### src/rtl/pbmix_pkg.sv
// Shared constants and helpers for the playback mixer.
// Assumes 16-bit little-endian stored samples.
package pbmix_pkg;
    localparam int SAMPLE_W = 16;
    localparam logic [SAMPLE_W-1:0] END_MARK_HI = 16'hFEE1;
    localparam logic [SAMPLE_W-1:0] END_MARK_LO = 16'hDEAD;

    // Put a stored little-endian word into sample order.
    function automatic logic [SAMPLE_W-1:0] swap_bytes(input logic [SAMPLE_W-1:0] w);
        return {w[7:0], w[15:8]};
    endfunction
endpackage

### src/rtl/pbmix_wrap_ctr.sv
// Modulo-LIMIT counter with a synchronous clear.
// Assumes LIMIT >= 2; clear has priority over increment.
module pbmix_wrap_ctr #(
    parameter  int LIMIT = 30,
    localparam int W     = $clog2(LIMIT)
) (
    input  logic         clk,
    input  logic         rst_n,
    input  logic         clr,
    input  logic         inc,
    output logic [W-1:0] cnt
);
    // Count up and return to zero after LIMIT-1.
    always_ff @(posedge clk) begin
        if (!rst_n)
            cnt <= '0;
        else if (clr)
            cnt <= '0;
        else if (inc)
            cnt <= (cnt == W'(LIMIT - 1)) ? '0 : cnt + W'(1);
    end
endmodule

### src/rtl/pbmix_accum.sv
// Per-period mix accumulator: adds attenuated signed samples and
// hands the total to the output on each tick. Assumes ACC_W > 16.
module pbmix_accum #(
    parameter int SHIFT = 3,
    parameter int ACC_W = 22
) (
    input  logic                    clk,
    input  logic                    rst_n,
    input  logic                    tick,
    input  logic                    add_en,
    input  logic signed [15:0]      sample,
    output logic signed [ACC_W-1:0] mix_out
);
    logic signed [ACC_W-1:0] acc;
    logic signed [ACC_W-1:0] ext;
    logic signed [ACC_W-1:0] term;

    // Sign-extend, then attenuate by an arithmetic shift.
    always_comb begin
        ext  = {{(ACC_W-16){sample[15]}}, sample};
        term = ext >>> SHIFT;
    end

    // Accumulate within a period; on a tick, publish and restart.
    always_ff @(posedge clk) begin
        if (!rst_n) begin
            acc     <= '0;
            mix_out <= '0;
        end else if (tick) begin
            mix_out <= acc;
            acc     <= add_en ? term : '0;
        end else if (add_en) begin
            acc <= acc + term;
        end
    end
endmodule

### src/rtl/pbmix_top.sv
// Multi-slot playback mixer. Holds a slot table, sweeps it one slot
// per clock after each tick, issues tagged reads and mixes returns.
// Assumes ticks are spaced more than NUM_SLOTS+1 cycles apart, and
// reads are accepted without back-pressure.
module pbmix_top #(
    parameter  int NUM_SLOTS = 30,
    parameter  int ADDR_W    = 27,
    parameter  int MIX_SHIFT = 3,
    localparam int ID_W      = $clog2(NUM_SLOTS),
    localparam int ACC_W     = 16 + ID_W + 1
) (
    input  logic                    clk,
    input  logic                    rst_n,
    input  logic                    tick_i,
    input  logic                    load_i,
    input  logic [ADDR_W-1:0]       load_addr_i,
    output logic                    rd_req_o,
    output logic [ID_W-1:0]         rd_id_o,
    output logic [ADDR_W-1:0]       rd_addr_o,
    input  logic                    rtn_valid_i,
    input  logic [ID_W-1:0]         rtn_id_i,
    input  logic [15:0]             rtn_data_i,
    output logic signed [ACC_W-1:0] audio_o
);
    import pbmix_pkg::*;

    logic [ADDR_W-1:0]    s_addr [NUM_SLOTS];
    logic [NUM_SLOTS-1:0] s_act, s_got, s_req, s_eof;

    logic            scan_busy, step, scan_last, want_req;
    logic [ID_W-1:0] scan_idx, load_ptr;
    logic            rtn_hit, rtn_end, add_en;

    pbmix_wrap_ctr #(.LIMIT(NUM_SLOTS)) scan_ctr_i (
        .clk(clk), .rst_n(rst_n), .clr(tick_i), .inc(step), .cnt(scan_idx)
    );

    pbmix_wrap_ctr #(.LIMIT(NUM_SLOTS)) load_ctr_i (
        .clk(clk), .rst_n(rst_n), .clr(1'b0), .inc(load_i), .cnt(load_ptr)
    );

    // Decode the sweep step, the read decision and the return handling.
    always_comb begin
        step      = scan_busy && !tick_i;
        scan_last = (scan_idx == ID_W'(NUM_SLOTS - 1));
        want_req  = step && !s_eof[scan_idx] && s_act[scan_idx]
                    && !s_got[scan_idx] && !s_req[scan_idx];
        rtn_hit   = rtn_valid_i && (rtn_id_i < ID_W'(NUM_SLOTS)) && s_act[rtn_id_i];
        rtn_end   = (rtn_data_i == END_MARK_HI) || (rtn_data_i == END_MARK_LO);
        add_en    = rtn_hit && !rtn_end;
    end

    // Sweep-in-progress flag: set by a tick, dropped after the last slot.
    always_ff @(posedge clk) begin
        if (!rst_n)
            scan_busy <= 1'b0;
        else if (tick_i)
            scan_busy <= 1'b1;
        else if (step && scan_last)
            scan_busy <= 1'b0;
    end

    // Slot table update: period reset, returns, sweep, then loads win.
    always_ff @(posedge clk) begin
        if (!rst_n) begin
            s_act <= '0;
            s_got <= '0;
            s_req <= '0;
            s_eof <= '0;
            for (int i = 0; i < NUM_SLOTS; i++)
                s_addr[i] <= '0;
        end else begin
            if (tick_i) begin
                s_got <= '0;
                s_req <= '0;
            end
            if (rtn_hit) begin
                s_got[rtn_id_i] <= 1'b1;
                if (rtn_end)
                    s_eof[rtn_id_i] <= 1'b1;
            end
            if (step && s_eof[scan_idx]) begin
                s_act[scan_idx] <= 1'b0;
                s_eof[scan_idx] <= 1'b0;
            end else if (want_req) begin
                s_req[scan_idx]  <= 1'b1;
                s_addr[scan_idx] <= s_addr[scan_idx] + ADDR_W'(1);
            end
            if (load_i) begin
                s_addr[load_ptr] <= load_addr_i + ADDR_W'(2);
                s_act[load_ptr]  <= 1'b1;
                s_got[load_ptr]  <= 1'b0;
                s_req[load_ptr]  <= 1'b0;
                s_eof[load_ptr]  <= 1'b0;
            end
        end
    end

    // Registered read request toward the memory side.
    always_ff @(posedge clk) begin
        if (!rst_n) begin
            rd_req_o  <= 1'b0;
            rd_id_o   <= '0;
            rd_addr_o <= '0;
        end else begin
            rd_req_o  <= want_req;
            rd_id_o   <= scan_idx;
            rd_addr_o <= s_addr[scan_idx];
        end
    end

    pbmix_accum #(.SHIFT(MIX_SHIFT), .ACC_W(ACC_W)) accum_i (
        .clk     (clk),
        .rst_n   (rst_n),
        .tick    (tick_i),
        .add_en  (add_en),
        .sample  ($signed(swap_bytes(rtn_data_i))),
        .mix_out (audio_o)
    );
endmodule

### config.mk
export PLATFORM = sky130hd
export DESIGN_NAME = pbmix_top
export DESIGN_NICKNAME = d
export VERILOG_FILES = /design/src/rtl/pbmix_pkg.sv /design/src/rtl/pbmix_wrap_ctr.sv /design/src/rtl/pbmix_accum.sv /design/src/rtl/pbmix_top.sv
export SDC_FILE = /design/constraint.sdc
export NUM_CORES = 2
export LEC_CHECK = 0
export BUFFER_PORTS_ARGS = -buffer_cell sky130_fd_sc_hd__buf_4
export CORE_MARGIN = 3
export CORE_UTILIZATION = 45
export DETAILED_ROUTE_END_ITERATION = 8
export PLACE_DENSITY = 0.58
export SYNTH_ARGS = -nofsm -noshare
export SYNTH_HDL_FRONTEND = slang
export SYNTH_SLANG_ARGS = --single-unit
### constraint.sdc
create_clock -name clk -period 11.41 [get_ports clk]
set_clock_uncertainty 0.05 [all_clocks]
set_input_delay 1.141 -clock clk [delete_from_list [all_inputs] [get_ports clk]]
set_output_delay 1.141 -clock clk [all_outputs]
set_load 0.1 [all_outputs]
* Word-level counts from Yosys, hierarchy flattened
Memory sizes are Yosys's and may differ from the RTL's. A register that Yosys moved wholly into a read port is not among the register bits. Index checks and enable logic that the tools add are counted.
Operators by class: add/sub/neg operators 5, magnitude comparators 7, reductions and logical operators 24, equality and inequality tests 4, muxes and demuxes 59, bitwise logic cells 12
Operators with widths (count):
- $mux W30 | 20
- $and A30 B30 Y30 | 5
- $or A30 B30 Y30 | 4
- $mux W22 | 3
- $not A30 Y30 | 2
- $mux W27 | 2
- $reduce_or A27 Y1 | 2
- $eq A16 B16 Y1 const B | 2
- $mux W5 | 6
- $add A27 B1 Y27 const B | 1
- $add A27 B2 Y27 const B | 1
- $bmux W1 S5 | 5
- $add A22 B13 Y22 | 1
- $mux W1 | 20
- $lt A5 B6 Y1 const B | 3
- $demux W1 S5 | 3
- $ge A5 B1 Y1 const B | 3
- $logic_and A1 B1 Y1 | 13
- $add A5 B1 Y5 const B | 2
- $eq A5 B5 Y1 const B | 2
- $logic_not A1 Y1 | 5
- $lt A5 B5 Y1 const B | 1
- $reduce_bool A2 Y1 | 2
- $reduce_or A2 Y1 | 1
- other kinds (2) | 2
Word-level totals: bits in writable memories 810, input bits 53, output and inout bits 55, logic and storage cells 124, memories 1, register bits after elaboration 208
Memories:
- s_addr | words 30, bits a word 27, rd ports 1, clocked after memory_dff 1, write ports 30, line pbmix_top.sv:27 | logic [ADDR_W-1:0] s_addr [NUM_SLOTS];

* Longest topological paths before layout
word-level depth 13, gate-level depth with buffers 16, depth with buffers taken out 11

* Modules after synthesis
Synthesis repeated with hierarchy kept, for this count alone.
Second synthesis, totals: cell total of the unflattened synthesis 4315, area total of the unflattened synthesis 52146.3 um^2
By module, submodules not included:
- pbmix_top | cells an instance 3930, seq. area each 29027.8 um^2, area an instance 48876.9 um^2, times used 1
- pbmix_accum | cells an instance 333, seq. area each 880.8 um^2, area an instance 2806.4 um^2, times used 1
- pbmix_wrap_ctr | cells an instance 26, seq. area each 100.1 um^2, area an instance 231.5 um^2, times used 2

* Least setup slack after synthesis
OpenSTA, ideal clock, no wires.
path kind input-to-reg, start point input rst_n, end point memory s_addr[30][0], enable pin, arrival 4.237 ns, buffers on the path 4, setup time 0.449 ns, cell stages on the path 6, required time 10.911 ns, setup slack 6.674 ns, cell sequence clkbuf_1 > clkbuf_1 > clkbuf_1 > clkbuf_1 > nand2_1 > o21ai_0
RTL lines:
- from (decl) | line pbmix_top.sv:13 | input logic rst_n,
- to (decl) | line pbmix_top.sv:27

==> impl_metrics.tcl <==
set metrics [dict create \
    core_um2 115000 \
    antenna_found_initial 3 \
    first_global_vias 37800 \
    grt_use_met2_pct 48.4 \
    max_cap_viol_count 0 \
    synthFlopType "edfxtp_1" \
    placed_area_um2 54700 \
    finalInstanceArea_um2 58600 \
    ir_drop_v 0.000134 \
    synth_area_per_cell_um2 13.1 \
    area_growth_pct 11.2 \
    min_period_over_period_pct 57.2 \
    period_minus_slack_ns 6.52 \
    wirelength_mm 198 \
    clock_sinks 1077 \
    grtUsageMet3_pct 7.44 \
    die_width_um 348 \
    clk_pin_slew_ns 0.06 \
    hold_class "register to register" \
    nNetsFinal 3981 \
    cts_tree "done" \
    met1_usage_pct 43.6 \
    drtIter0Drc 6211 \
    cp-start-kind "register" \
    synth.distinct_cells 91 \
    portBuffers 107 \
    ctsHoldBuffers 0 \
    cp_slowest_cell "xor2_2" \
    ff2ff_path_depth 12 \
    dieArea_um2 121000 \
    drive_gt1_share_pct 21.1 \
    start_util_pct 45.7 \
    synth-edff-count 864 \
    critPathKind "register to register" \
    vias 39100 \
    timing.fmax_mhz 153 \
    path_cells "buf_4 -> buf_4 -> mux4_2 -> mux2i_1 -> nor2_1 -> a211oi_1 -> nand4b_2 -> nor3_2 -> nand2_1 -> xor2_2 -> buf_4 -> o22ai_1" \
    grt_pass1_wl_mm 281 \
    cts_buffers 117 \
    cts_root_buf "clkbuf_16" \
    die_h_um 348 \
    grt_max_degree 88 \
    ios 108 \
    powerDensity_nw_per_um2 154 \
    syn_nets 4091 \
    critPathMaxFanout 45 \
    final_max_slew_viol_count 0 \
    tightestPinTransition_ns 1.29 \
    cts_setup_buffers 0 \
    critPathCaptureType "register" \
    min_to "s_req[28]" \
    holdPathStages 2 \
    fin_tns_setup_ns 0 \
    drc_errors 0 \
    ys_async_sr_fraction_pct 0 \
    post_cts_resized 0 \
    htreeDepth 3 \
    critPathArrivalTime_ns 6.88 \
    syn_area_um2 52600 \
    final-setup-viol-count 0 \
    p_leak_nw 19.6 \
    rows 124 \
    vias_per_cell 7.09 \
    syn_inst 4006 \
    dpl.hpwl_mm 112 \
    cp_common_cell "buf_4" \
    critical-path-max-stage-delay_ns 0.99 \
    rsz0062_at_grt "no" \
    relSlewSlack_pct 13.9 \
    insertion_delay_ns 0.73 \
    synth_seq_cells 1077 \
    overflow 0 \
    critPathRequiredTime_ns 11.77 \
    rr_endpoint "s_addr[2][17]" \
    min_from "s_req[28]" \
    grt_usage_pct 32.1 \
    clockBufferDepth 3 \
    busiest_layer "met2" \
    yosysSeqAreaShare_pct 57.4 \
    globalplace.congestion 0.894 \
    drtAntennaViolNets 0 \
    yosysWarnings 0 \
    wire_per_inst_um 35.9 \
    outcome "finished clean" \
    total_power_mw 9.02 \
    hold_viol 0 \
    dr.pass1.iters 5 \
    reg2reg_slack_ns 4.89 \
    fillers 9968 \
]
## layout make-up
cell class | count | area (um^2) | share of cell area (%)
Timing Repair Buffer | 269 | 2040 | 3.48
Inverter | 29 | 109 | 0.186
Antenna cell | 2 | 5.00 | 0.00855
Clock buffer | 156 | 3180 | 5.43
Sequential cell | 1077 | 30200 | 51.6
Clock inverter | 66 | 637 | 1.09
Tap cell | 1512 | 1890 | 3.23
Multi-Input combinational cell | 2402 | 20500 | 35.0
## per-stage QoR
stage          utilization, %  instances  hold slack (ns)  setup slack, ns
5_1_grt                  50.8       5511            0.419             4.73
2_1_floorplan               -       4006            0.379             6.67
6_report                 50.8       5513            0.405             4.89
4_1_cts                  50.8       5511            0.402             4.93
3_5_place_dp             47.5       5289            0.393             4.93
3_3_place_gp             47.5       5289            0.388             5.04
## flip-flops by register name (all words and copies together) (netlist names), 5 cells and up, named ones only
| register | count |
|---|---|
| s_req | 30 |
| s_addr | 864 |
| s_act | 30 |
| rd_addr_o | 27 |
| scan_ctr_i.cnt | 5 |
| accum_i.mix_out | 22 |
| s_eof | 30 |
| accum_i.acc | 22 |
| rd_id_o | 5 |
| s_got | 30 |
| load_ctr_i.cnt | 5 |
## synthesized netlist by cell type, types with 60 or more instances
cell      count  area, um^2
edfxtp_1    864       25900
o22ai_1     739        4620
clkbuf_1    278        1040
mux2i_1     214        2140
dfxtp_1     213        4260
mux4_2      197        4440
nand2_1     152         571
buf_2       119         596
a22oi_1     117         878
nand3_1     117         586
nor2_1      111         417
o21ai_0      75         375
o22ai_2      73         913
nor2b_1      60         375
## power by group
group / internal [mW] / switching [mW] / leakage, nW
clock: 2.22 / 1.63 / 1.86
sequential: 4.35 / 0.0356 / 10.6
combinational: 0.207 / 0.573 / 7.12
total: 6.78 / 2.24 / 19.6
## layout by cell type, fill, tap and decap left out, types with 31 or more instances in the layout
cell type  Yosys  routed
nor2_1       111     111
a21boi_0      32      32
nand3_1      117     112
dfxtp_1      213     207
o22ai_1      739     739
edfxtp_1     864     864
clkbuf_1     278      31
buf_4         29     267
a21oi_1       48      48
o21ai_0       75      73
nor2b_1       60      56
and2_1        44      43
nand2_1      152     150
o22ai_2       73      73
ha_1          31      31
a22oi_1      117     117
mux4_2       197     197
clkbuf_16      0     119
or3_1         45      45
mux2i_1      214     214
nor3_1        47      47
## how the worst max path moves through the flow
stage | start | endpoint | slack, ns | cells past startpoint
final | register | s_addr[2][17] | 4.89 | 12
after floorplan | rst_n | s_addr[30][0] | 6.67 | 6
after detailed placement | register | s_addr[2][17] | 4.93 | 12
after global routing | register | s_addr[2][17] | 4.73 | 12
after CTS | register | s_addr[2][17] | 4.93 | 12
after global placement | register | s_addr[7][17] | 5.04 | 12
## critical path, delay by kind of cell (launching register included)
kind / cells / cell delay [ns]
buffers and inverters: 3 / 1.69
and+or+nand+nor: 4 / 0.70
muxes: 2 / 0.80
AOI/OAI and AO/OA: 2 / 1.00
DFF: 1 / 0.88
xor gates and xnor gates: 1 / 0.99
## cell families (layout without fill, tap and decap cells)
| family | count (synthesis) | after routing | synth area share, % |
|---|---|---|---|
| muxes | 418 | 418 | 12.7 |
| AOI/OAI and AO/OA | 1192 | 1192 | 15.5 |
| DFF | 1077 | 1077 | 57.4 |
| and+or+nand+nor | 692 | 692 | 7.04 |
| adders and majority gates | 32 | 32 | 0.775 |
| buffers and inverters | 527 | 520 | 5.24 |
| xor gates and xnor gates | 68 | 68 | 1.34 |
| other | 0 | 2 | 0 |
## metal layers
layer,up-vias,part of all wire [%]
li1,15800,-
met1,19800,37
met2,2849,45
met3,580,12
met4,4,5.9
met5,-,0.017
Note: power is estimated with default switching activity, not from simulation.
